File: src/rtl/dmastat_pkg.sv
`timescale 1ns/1ps
package dmastat_pkg;
    localparam int CSR_W = 32;

    // bit positions inside a channel word (software decodes these)
    localparam int B_RUN     = 31;
    localparam int B_NODESC  = 30;
    localparam int B_STOPIE  = 29;
    localparam int B_REQ     = 8;
    localparam int B_STOPPED = 3;
    localparam int B_END     = 2;
    localparam int B_START   = 1;
    localparam int B_BERR    = 0;

    localparam int ALIGN_OFS   = 'h0A0;
    localparam int SUMMARY_OFS = 'h0F0;

    typedef enum logic {
        CH_STOPPED = 1'b0,
        CH_RUNNING = 1'b1
    } ch_state_e;

    // write-data bits a channel word cares about
    typedef struct packed {
        logic run;
        logic nodesc;
        logic stopie;
        logic clr_end;
        logic clr_start;
        logic clr_berr;
    } ch_wr_t;

    // status bits a channel reports
    typedef struct packed {
        logic stopped;
        logic f_end;
        logic f_start;
        logic f_berr;
    } ch_stat_t;
endpackage

File: src/rtl/dmastat_chan.sv
`timescale 1ns/1ps
module dmastat_chan
    import dmastat_pkg::*;
(
    input  logic     clk,
    input  logic     rst_n,
    input  logic     csr_wr,
    input  ch_wr_t   wr,
    input  logic     ev_start,
    input  logic     ev_end,
    input  logic     ev_end_ien,
    input  logic     ev_buserr,
    input  logic     ev_stop,
    output logic     run,
    output logic     nodesc,
    output logic     stopie,
    output ch_stat_t stat,
    output logic     pend
);
    ch_state_e st_q, st_d;
    logic run_q, nodesc_q, stopie_q;
    logic f_end_q, f_start_q, f_berr_q;

    // transitions: GO on a run write, HALT on a stop pulse (stop wins)
    always_comb begin
        st_d = st_q;
        unique case (st_q)
            CH_STOPPED: if (csr_wr && wr.run && !ev_stop) st_d = CH_RUNNING;
            CH_RUNNING: if (ev_stop) st_d = CH_STOPPED;
            default:    st_d = CH_STOPPED;
        endcase
    end

    always_ff @(posedge clk) begin
        if (!rst_n) begin
            st_q      <= CH_STOPPED;
            run_q     <= 1'b0;
            nodesc_q  <= 1'b0;
            stopie_q  <= 1'b0;
            f_end_q   <= 1'b0;
            f_start_q <= 1'b0;
            f_berr_q  <= 1'b0;
        end else begin
            st_q <= st_d;
            if (csr_wr) begin
                run_q    <= wr.run;
                nodesc_q <= wr.nodesc;
                stopie_q <= wr.stopie;
            end
            // a new event beats a same-cycle clear
            f_end_q   <= (f_end_q   && !(csr_wr && wr.clr_end))   || (ev_end && ev_end_ien);
            f_start_q <= (f_start_q && !(csr_wr && wr.clr_start)) || ev_start;
            f_berr_q  <= (f_berr_q  && !(csr_wr && wr.clr_berr))  || ev_buserr;
        end
    end

    always_comb begin
        run          = run_q;
        nodesc       = nodesc_q;
        stopie       = stopie_q;
        stat.stopped = (st_q == CH_STOPPED);
        stat.f_end   = f_end_q;
        stat.f_start = f_start_q;
        stat.f_berr  = f_berr_q;
        pend = f_end_q || f_start_q || f_berr_q || (stopie_q && (st_q == CH_STOPPED));
    end
endmodule

File: src/rtl/dmastat_regdec.sv
`timescale 1ns/1ps
module dmastat_regdec
    import dmastat_pkg::*;
#(
    parameter int NUM_CH = 32,
    parameter int ADDR_W = 12
) (
    input  logic [ADDR_W-1:0]             addr,
    input  logic                          wr,
    input  logic [NUM_CH-1:0]             run,
    input  logic [NUM_CH-1:0]             nodesc,
    input  logic [NUM_CH-1:0]             stopie,
    input  logic [NUM_CH-1:0]             req,
    input  ch_stat_t [NUM_CH-1:0]         stat,
    input  logic [NUM_CH-1:0]             align,
    input  logic [NUM_CH-1:0]             pend,
    output logic [NUM_CH-1:0]             csr_sel,
    output logic                          align_wr,
    output logic [CSR_W-1:0]              rdata
);
    localparam int IDX_W = ADDR_W - 2;

    logic [IDX_W-1:0] widx;
    logic             csr_hit;
    logic             align_hit;
    logic             sum_hit;

    assign widx      = addr[ADDR_W-1:2];
    assign csr_hit   = (widx < IDX_W'(NUM_CH));
    assign align_hit = (addr == ADDR_W'(ALIGN_OFS));
    assign sum_hit   = (addr == ADDR_W'(SUMMARY_OFS));
    assign align_wr  = wr && align_hit;

    for (genvar g = 0; g < NUM_CH; g++) begin : g_sel
        assign csr_sel[g] = wr && csr_hit && (widx == IDX_W'(g));
    end

    always_comb begin
        rdata = '0;
        if (csr_hit) begin
            for (int c = 0; c < NUM_CH; c++) begin
                if (widx == IDX_W'(c)) begin
                    rdata[B_RUN]     = run[c];
                    rdata[B_NODESC]  = nodesc[c];
                    rdata[B_STOPIE]  = stopie[c];
                    rdata[B_REQ]     = req[c];
                    rdata[B_STOPPED] = stat[c].stopped;
                    rdata[B_END]     = stat[c].f_end;
                    rdata[B_START]   = stat[c].f_start;
                    rdata[B_BERR]    = stat[c].f_berr;
                end
            end
        end else if (align_hit) begin
            rdata = CSR_W'(align);
        end else if (sum_hit) begin
            rdata = CSR_W'(pend);
        end
    end
endmodule

File: src/rtl/dmastat_agg.sv
`timescale 1ns/1ps
module dmastat_agg
    import dmastat_pkg::*;
#(
    parameter int NUM_CH = 32,
    parameter int ADDR_W = 12
) (
    input  logic              clk,
    input  logic              rst_n,
    input  logic              bus_wr,
    input  logic [ADDR_W-1:0] bus_addr,
    input  logic [31:0]       bus_wdata,
    output logic [31:0]       bus_rdata,
    input  logic [NUM_CH-1:0] ev_start,
    input  logic [NUM_CH-1:0] ev_end,
    input  logic [NUM_CH-1:0] ev_end_ien,
    input  logic [NUM_CH-1:0] ev_buserr,
    input  logic [NUM_CH-1:0] ev_stop,
    input  logic [NUM_CH-1:0] req_pend,
    output logic [NUM_CH-1:0] run_o,
    output logic [NUM_CH-1:0] nodesc_o,
    output logic [NUM_CH-1:0] align_o,
    output logic              irq_o
);
    ch_wr_t                ch_wr;
    logic [NUM_CH-1:0]     csr_sel;
    logic                  align_wr;
    logic [NUM_CH-1:0]     stopie;
    logic [NUM_CH-1:0]     pend;
    ch_stat_t [NUM_CH-1:0] stat;
    logic [NUM_CH-1:0]     align_q;

    assign ch_wr.run       = bus_wdata[B_RUN];
    assign ch_wr.nodesc    = bus_wdata[B_NODESC];
    assign ch_wr.stopie    = bus_wdata[B_STOPIE];
    assign ch_wr.clr_end   = bus_wdata[B_END];
    assign ch_wr.clr_start = bus_wdata[B_START];
    assign ch_wr.clr_berr  = bus_wdata[B_BERR];

    for (genvar g = 0; g < NUM_CH; g++) begin : g_ch
        dmastat_chan u_chan (
            .clk        (clk),
            .rst_n      (rst_n),
            .csr_wr     (csr_sel[g]),
            .wr         (ch_wr),
            .ev_start   (ev_start[g]),
            .ev_end     (ev_end[g]),
            .ev_end_ien (ev_end_ien[g]),
            .ev_buserr  (ev_buserr[g]),
            .ev_stop    (ev_stop[g]),
            .run        (run_o[g]),
            .nodesc     (nodesc_o[g]),
            .stopie     (stopie[g]),
            .stat       (stat[g]),
            .pend       (pend[g])
        );
    end

    dmastat_regdec #(.NUM_CH(NUM_CH), .ADDR_W(ADDR_W)) u_regdec (
        .addr     (bus_addr),
        .wr       (bus_wr),
        .run      (run_o),
        .nodesc   (nodesc_o),
        .stopie   (stopie),
        .req      (req_pend),
        .stat     (stat),
        .align    (align_q),
        .pend     (pend),
        .csr_sel  (csr_sel),
        .align_wr (align_wr),
        .rdata    (bus_rdata)
    );

    always_ff @(posedge clk) begin
        if (!rst_n)        align_q <= '0;
        else if (align_wr) align_q <= bus_wdata[NUM_CH-1:0];
    end

    assign align_o = align_q;
    assign irq_o   = |pend;
endmodule

File: config.mk
export PLATFORM = sky130hd
export DESIGN_NAME = dmastat_agg
export DESIGN_NICKNAME = d
export VERILOG_FILES = /design/src/rtl/dmastat_pkg.sv /design/src/rtl/dmastat_chan.sv /design/src/rtl/dmastat_regdec.sv /design/src/rtl/dmastat_agg.sv
export SDC_FILE = /design/constraint.sdc
export NUM_CORES = 1
export LEC_CHECK = 0
export ABC_AREA = 1
export BUFFER_PORTS_ARGS = -buffer_cell sky130_fd_sc_hd__buf_4
export CAP_MARGIN = 25
export CORE_MARGIN = 2
export CORE_UTILIZATION = 49
export CTS_CLUSTER_SIZE = 12
export DETAILED_ROUTE_END_ITERATION = 16
export PLACE_DENSITY = 0.78
export SLEW_MARGIN = 40
export SYNTH_ARGS = -nofsm -noshare
export SYNTH_HDL_FRONTEND = slang
export SYNTH_HIERARCHICAL = 1
export SYNTH_SLANG_ARGS = --single-unit
File: constraint.sdc
create_clock -name clk -period 2.17 [get_ports clk]
set_input_delay 0.217 -clock clk [delete_from_list [all_inputs] [get_ports clk]]
set_output_delay 0.217 -clock clk [all_outputs]
set_load 0.005 [all_outputs]
==> impl_metrics.ini, run 1 <==
[finish]
fillers = 2073
multi_input_area_mm2 = 0.007174
area_delta_synth_final_pct = 52.24
drive_gt1_frac = 0.2966
stdcell_count = 3295
final_net_count = 3133
regArea_mm2 = 0.005159

[sta]
min_period_ps = 3497
fin_worst_skew_ps = 0
whs_ps = 103.3
max_slew_margin = 0.4840
finalCritPeriodShare = 1.612
drv_slew = 0
rsz0062_at_grt = true
worstMarginPinSlew_ps = 774.0
setup_viol_count_final = 9
max_freq_mhz = 286.0
finalHoldViolations = 0
finalWorstSetupSlack_ps = -1327

[global_route]
use_met3 = 0.07476
gr-total-overflow = 0
grt_use_met1 = 0.4954
grt_pass1_vias = 17380
antenna_found_initial = 1
top_usage_layer = met2
grt_pass1_wl_um = 95400
grt_max_degree = 58
gr-usage-met2 = 0.6652
grt.total_usage = 0.4008

[run_status]
status = finished with violations
violations = negative setup slack

[drt]
drc_errors = 0
ant_nets = 0
route.vias.total = 17540
drtIter0Drc = 2078
viasPerCell = 5.324
drt_wl_total_um = 63010
drt-pass1-iter-count = 8
avgRoutedWirePerCell_um = 19.12

[worst_setup_path]
r2r-end = g_ch[3].u_chan/st_q$_SDFF_PN0_
cp-start-kind = flip-flop
critPathKind = reg -> out
reg2reg_setup_slack_ps = 1350
r2r-start = g_ch[3].u_chan/st_q$_SDFF_PN0_
r2r_cells = 5
arrival_ps = 3280
cp_max_fo = 2
crit_chain = nand3_2, nand3_2, nor2_4, nand4_1, nor2_2, nand4_1, nor2_1, nand4_1, nor2_2, nand4_1, nand2_1, nand4_1, nor2_2, nand4_1, nand2_1, nand3_2, nor2_1, nand3_1, buf_6
worst_path_most_repeated_cell = nand4_1
worstSetupEndpointType = primary output
slowest_stage = dfxtp_2
cp.required_ps = 1950
critPathMaxStageDelay_ps = 340

[yosys]
syn_area_per_cell_um2 = 6.325
netlist_top_cells_area = dfxtp_1 37%, nand2_1 17%, nor2_1 8.4%
yosysTopAreaCell = dfxtp_1
async_flop_share = 0
synth_ff_type = dfxtp_1
ys_seq_elements = 256
synthDistinctLibCells = 34
syn_area_mm2 = 0.01397
yosysSeqAreaShare = 0.3668
synthCells = 2209
synthesis.nets = 2448
netlist.area_leader.share = 0.3668
netlist_top_cells_count = 622 x nand2_1, 312 x nor2_1, 278 x inv_1, 256 x dfxtp_1, 156 x a21oi_1
synth-edff-count = 0
yosysMostFrequentCell = nand2_1
yosysWarnings = 6

[power]
ir_drop_mv = 0.6360
powerDensity_mw_per_mm2 = 541.7
p_leak_nw = 9.964

[clock_tree]
clock_latency_ps = 560
htreeDepth = 1
cts_buffer_depth = 3
path_clk_slew_ps = 60
cts_tree = done
cts_inserted_buffers = 29
clock_sinks = 256
cts.root.buffer_cell = clkbuf_16

[floorplan]
die_area_mm2 = 0.02988
initial_core_util = 0.5002
num_rows = 61
die_h_um = 172.9
core_area_mm2 = 0.02793
die_w_um = 172.9
ioPinCount = 368

[placement]
port_buffers = 367
place_hpwl_um = 43020
dp.cells = 3045
place_ws_ps = -1310
place_congestion = 1.009

[min_path]
holdPathEnd = g_ch[23].u_chan/st_q$_SDFF_PN0_
hold_depth = 3
min_path_type = in -> reg
min_from = rst_n

[run]
cap_viol_max_count = 0
kinds of logic (layout without fill, tap and decap cells):
group	Yosys count	count (layout)	synth area share
buffers and inverters	416	1123	0.1418
AO/OA/AOI/OAI	281	281	0.1007
flip-flops	256	256	0.3668
AND/OR/NAND/NOR	1256	1256	0.3908
other	0	1	0
critical path, delay by kind of cell (launching register included):
family	cells	cell delay [ps]
buffers and inverters	1	130
and+or+nand+nor	18	2250
DFF	1	340
power by group:
part           internal (W)  leakage (nW)  switching (W)
sequential          0.00483          2.10       0.000127
combinational      0.000772          7.39       0.000743
clock               0.00298         0.473        0.00207
total               0.00858          9.96        0.00294
how the worst max path moves through the flow:
stage | start | end | slack (ps) | cells after the start
global route | g_ch[2].u_chan/nodesc$_SDFFE_PN0P_ | bus_rdata[30] | -1440 | 19
finish | g_ch[2].u_chan/nodesc$_SDFFE_PN0P_ | bus_rdata[30] | -1330 | 19
global placement | bus_addr[6] | bus_rdata[30] | -1310 | 25
detailed placement | bus_addr[6] | bus_rdata[30] | -1310 | 25
floorplan | bus_addr[9] | bus_rdata[29] | 60 | 23
CTS | g_ch[2].u_chan/nodesc$_SDFFE_PN0P_ | bus_rdata[30] | -1250 | 19
registers in the layout, indices dropped and copies added (netlist names):
| name | cells |
|---|---|
| g_ch.u_chan/f_end_q | 32 |
| align_o | 32 |
| g_ch.u_chan/run | 32 |
| g_ch.u_chan/st_q | 32 |
| g_ch.u_chan/stopie | 32 |
| g_ch.u_chan/nodesc | 32 |
| g_ch.u_chan/f_start_q | 32 |
| g_ch.u_chan/f_berr_q | 32 |
metal layers:
metal | part of all wire | wire length, um | vias up
met5 | 0 | 0 | -
met4 | 0.056 | 3556 | 0
met1 | 0.39 | 24410 | 8062
met2 | 0.46 | 29010 | 1076
li1 | - | - | 8181
met3 | 0.096 | 6034 | 223
area by class of cell:
class                           count  share of cell area
Antenna cell                        1           0.0001176
Timing Repair Buffer              775              0.2995
Clock buffer                       46             0.04276
Multi-Input combinational cell   1537              0.3373
Tap cell                          378             0.02223
Inverter                          295             0.05217
Sequential cell                   256              0.2425
Clock inverter                      7            0.003470
layout by cell type (no fill, tap or decap), types with 2 or more instances in the layout:
| cell type | synthesis | layout |
|---|---|---|
| nor4_1 | 2 | 2 |
| buf_12 | 0 | 3 |
| buf_6 | 3 | 13 |
| or2_2 | 11 | 11 |
| clkbuf_1 | 9 | 5 |
| nand3_1 | 66 | 53 |
| nor3_2 | 6 | 13 |
| and2_1 | 13 | 13 |
| buf_4 | 97 | 573 |
| a21oi_1 | 156 | 156 |
| inv_1 | 278 | 269 |
| nand2_4 | 2 | 4 |
| nand4_1 | 52 | 52 |
| nand2_1 | 622 | 599 |
| dlygate4sd3_1 | 0 | 186 |
| dfxtp_1 | 256 | 229 |
| nor2_2 | 42 | 56 |
| clkbuf_16 | 0 | 29 |
| nand3_2 | 2 | 15 |
| inv_2 | 15 | 24 |
| nand2_2 | 35 | 56 |
| or2_1 | 10 | 10 |
| nor3_4 | 1 | 7 |
| clkinvlp_4 | 0 | 4 |
| nor3_1 | 65 | 52 |
| o21ai_1 | 2 | 8 |
| nor2_1 | 312 | 293 |
| clkbuf_8 | 0 | 12 |
| o21ai_0 | 123 | 117 |
| dfxtp_2 | 0 | 27 |
| or2_0 | 6 | 6 |
| nor2_4 | 8 | 13 |
what timing repair did:
action / 4_1_cts / 5_1_grt
hold buffers: 185 / 1
pin swaps: 23 / 34
buffers inserted: 8 / 2
resized for setup: 72 / 62
endpoints found under the hold margin: 154 / 1
endpoints found under the setup margin: 9 / 27
per-stage QoR:
stage	power, W	utilization	area (um2)	TNS, ps
6_report	0.01152	0.7615	21270	-8134
3_5_place_dp	0.006145	0.6432	17970	-12050
5_1_grt	0.01180	0.7615	21270	-9205
3_3_place_gp	0.006127	0.6432	17970	-10850
4_1_cts	0.01138	0.7542	21070	-7521
2_1_floorplan	0.005506	-	13970	0
No activity file was read; power rests on OpenSTA's default activity.
==> inputs of run 2 (changes only) <==
--- a/config.mk
+++ b/config.mk
@@ -5,14 +5,13 @@
 export SDC_FILE = /design/constraint.sdc
 export NUM_CORES = 1
 export LEC_CHECK = 0
-export ABC_AREA = 1
 export BUFFER_PORTS_ARGS = -buffer_cell sky130_fd_sc_hd__buf_4
 export CAP_MARGIN = 25
 export CORE_MARGIN = 2
 export CORE_UTILIZATION = 49
 export CTS_CLUSTER_SIZE = 12
 export DETAILED_ROUTE_END_ITERATION = 16
-export PLACE_DENSITY = 0.78
+export PLACE_DENSITY_LB_ADDON = 0.15
 export SLEW_MARGIN = 40
 export SYNTH_ARGS = -nofsm -noshare
 export SYNTH_HDL_FRONTEND = slang
==> impl_metrics.ini, run 2 <==
[finish]
num_antenna_cells = 0
layout_common_cells = 668 x buf_4, 237 x dfxtp_1, 142 x mux2i_1
drive_gt1_frac = 0.3875
stdcell_count = 2751
area_delta_synth_final_pct = 51.63
final_common_cell = buf_4
final_net_count = 2587

[yosys]
yosysSeqAreaShare = 0.3515
synthCells = 1685
synth_ff_type = dfxtp_1
yosysWarnings = 6
async_flop_share = 0
syn_area_mm2 = 0.01458
synthDistinctLibCells = 69
synth-edff-count = 0
ys_seq_elements = 256
netlist_top_cells_area = dfxtp_1 35%, mux2i_1 10%, buf_4 6.6%
syn_area_per_cell_um2 = 8.654
yosysTopAreaCell = dfxtp_1
synthesis.nets = 1924
netlist.area_leader.share = 0.3515
yosysMostFrequentCell = dfxtp_1
netlist_top_cells_count = 256 x dfxtp_1, 152 x mux2i_1, 141 x nor2b_1, 129 x buf_4, 105 x inv_1

[worst_setup_path]
cp-start-kind = input port
slowest_stage = or4_4
critPathLaunch = bus_addr[10]
cp_max_fo = 3
r2r-end = g_ch[11].u_chan/f_start_q$_SDFF_PN0_
crit_family = compound AO/OA/AOI/OAI gates
r2r_cells = 2
reg2reg_setup_slack_ps = 1170
crit_chain = buf_8, or4_4, nor4_4, nand3_1, a221o_1, a211oi_2, o41ai_4, a21oi_2, buf_4
arrival_ps = 2650
critPathKind = in -> out
cp.depth = 9
critPathMaxStageDelay_ps = 570
critical_path_buf_inv_count = 2
cp.required_ps = 1950
r2r-start = g_ch[11].u_chan/f_start_q$_SDFF_PN0_
crit_path_end = bus_rdata[2]
worstSetupEndpointType = primary output

[sta]
fin_setup_tns_ps = -14730
drv_slew = 0
finalHoldViolations = 2
finalWorstSetupSlack_ps = -700.9
worstMarginPinSlew_ps = 918.6
min_period_ps = 2871
max_freq_mhz = 348.3
finalCritPeriodShare = 1.323
fin_worst_skew_ps = 0
whs_ps = -1.833
rsz0062_at_grt = true
max_slew_margin = 0.3876
setup_viol_count_final = 63

[placement]
place_congestion = 1.033
dp.cells = 2561
port_buffers = 367
place_hpwl_um = 48930

[floorplan]
num_rows = 63
ioPinCount = 368
die_area_mm2 = 0.03115
initial_core_util = 0.4946
die_h_um = 176.5
die_w_um = 176.5
core_area_mm2 = 0.02948

[run]
cap_viol_max_count = 0

[drt]
viasPerCell = 6.219
drt_wl_total_um = 71950
drt-pass1-iter-count = 7
drtIter0Drc = 2138
avgRoutedWirePerCell_um = 26.15
ant_nets = 0
route.vias.total = 17110
drc_errors = 0

[global_route]
grt_pass1_wl_um = 102900
grt_max_degree = 89
grt_pass1_vias = 16850
grt.total_usage = 0.4327
antenna_found_initial = 1
gr-total-overflow = 0

[min_path]
hold_depth = 3
min_path_type = in -> reg

[clock_tree]
cts_buffer_depth = 3
cts.root.buffer_cell = clkbuf_16
cts_tree = done
htreeDepth = 1
clock_sinks = 256
cts_inserted_buffers = 27
path_clk_slew_ps = 60
clock_latency_ps = 540

[power]
powerDensity_mw_per_mm2 = 522.6
p_leak_nw = 9.216
ir_drop_mv = 0.5652

[run_status]
status = finished with violations
violations = negative hold slack, negative setup slack
run 2: worst min path at each step:
| stage | end | slack, ps | start |
|---|---|---|---|
| detailed placement | g_ch[18].u_chan/st_q$_SDFF_PN0_ | 380 | ev_stop[18] |
| global route | g_ch[3].u_chan/f_end_q$_SDFF_PN0_ | -5 | ev_end_ien[3] |
| finish | g_ch[5].u_chan/f_end_q$_SDFF_PN0_ | -2 | ev_end_ien[5] |
| global placement | g_ch[4].u_chan/st_q$_SDFF_PN0_ | 380 | ev_stop[4] |
| floorplan | g_ch[0].u_chan/st_q$_SDFF_PN0_ | 290 | ev_stop[0] |
| CTS | g_ch[26].u_chan/f_end_q$_SDFF_PN0_ | 0.6 | ev_end_ien[26] |
run 2: area by class of cell:
| type | count | area, um2 |
|---|---|---|
| Clock buffer | 37 | 773.2 |
| Clock inverter | 5 | 50.05 |
| Fill cell | 2042 | 7371 |
| Inverter | 107 | 401.6 |
| Multi-Input combinational cell | 1119 | 8348 |
| Sequential cell | 256 | 5151 |
| Tap cell | 390 | 488.0 |
| Timing Repair Buffer | 837 | 6898 |
run 2: per-layer routing:
| metal | share of wire | up-vias | routed length, um | track usage |
|---|---|---|---|---|
| li1 | - | 7390 | - | - |
| met1 | 0.39 | 8302 | 28190 | 0.5500 |
| met2 | 0.46 | 1180 | 33080 | 0.7228 |
| met5 | 0.00017 | - | 12 | 0 |
| met4 | 0.048 | 2 | 3476 | 0.1798 |
| met3 | 0.10 | 234 | 7188 | 0.07730 |
run 2: where the power goes:
group	internal (W)	total (W)	switching, W
combinational	0.00105	0.00208	0.00103
clock	0.00257	0.00450	0.00194
sequential	0.00484	0.00497	0.000133
run 2: kinds of logic after synthesis:
kind of cell    share of synthesized area
buf+inv                            0.1162
mux                                0.1298
simple gates                       0.1755
flops                              0.3515
compound gates                     0.2271
run 2: through the flow:
step | power [W] | area [um2] | setup WS (ps) | hold WS (ps) | utilization
6_report | 0.01155 | 22110 | -700.9 | -1.833 | 0.7500
5_1_grt | 0.01179 | 22110 | -728.9 | -4.920 | 0.7500
4_1_cts | 0.01138 | 21850 | -730.7 | 0.5643 | 0.7412
3_5_place_dp | 0.006751 | 19120 | -996.9 | 380.2 | 0.6486
3_3_place_gp | 0.006730 | 19120 | -1037 | 378.0 | 0.6486
2_1_floorplan | 0.005788 | 14650 | -390.7 | 293.1 | -
run 2: worst register-to-register path: cells and delay by family, from the launching register on:
kind	cells	cell delay [ps]
compound gates	2	480
flops	1	370
run 2: timing repair:
action | in CTS | in global routing
endpoints found under the setup margin | 59 | 65
cloned | 4 | 0
setup buffers | 17 | 13
hold buffers | 129 | 0
hold endpoints to repair | 127 | 0
resized for setup | 110 | 74
pin swaps | 73 | 50
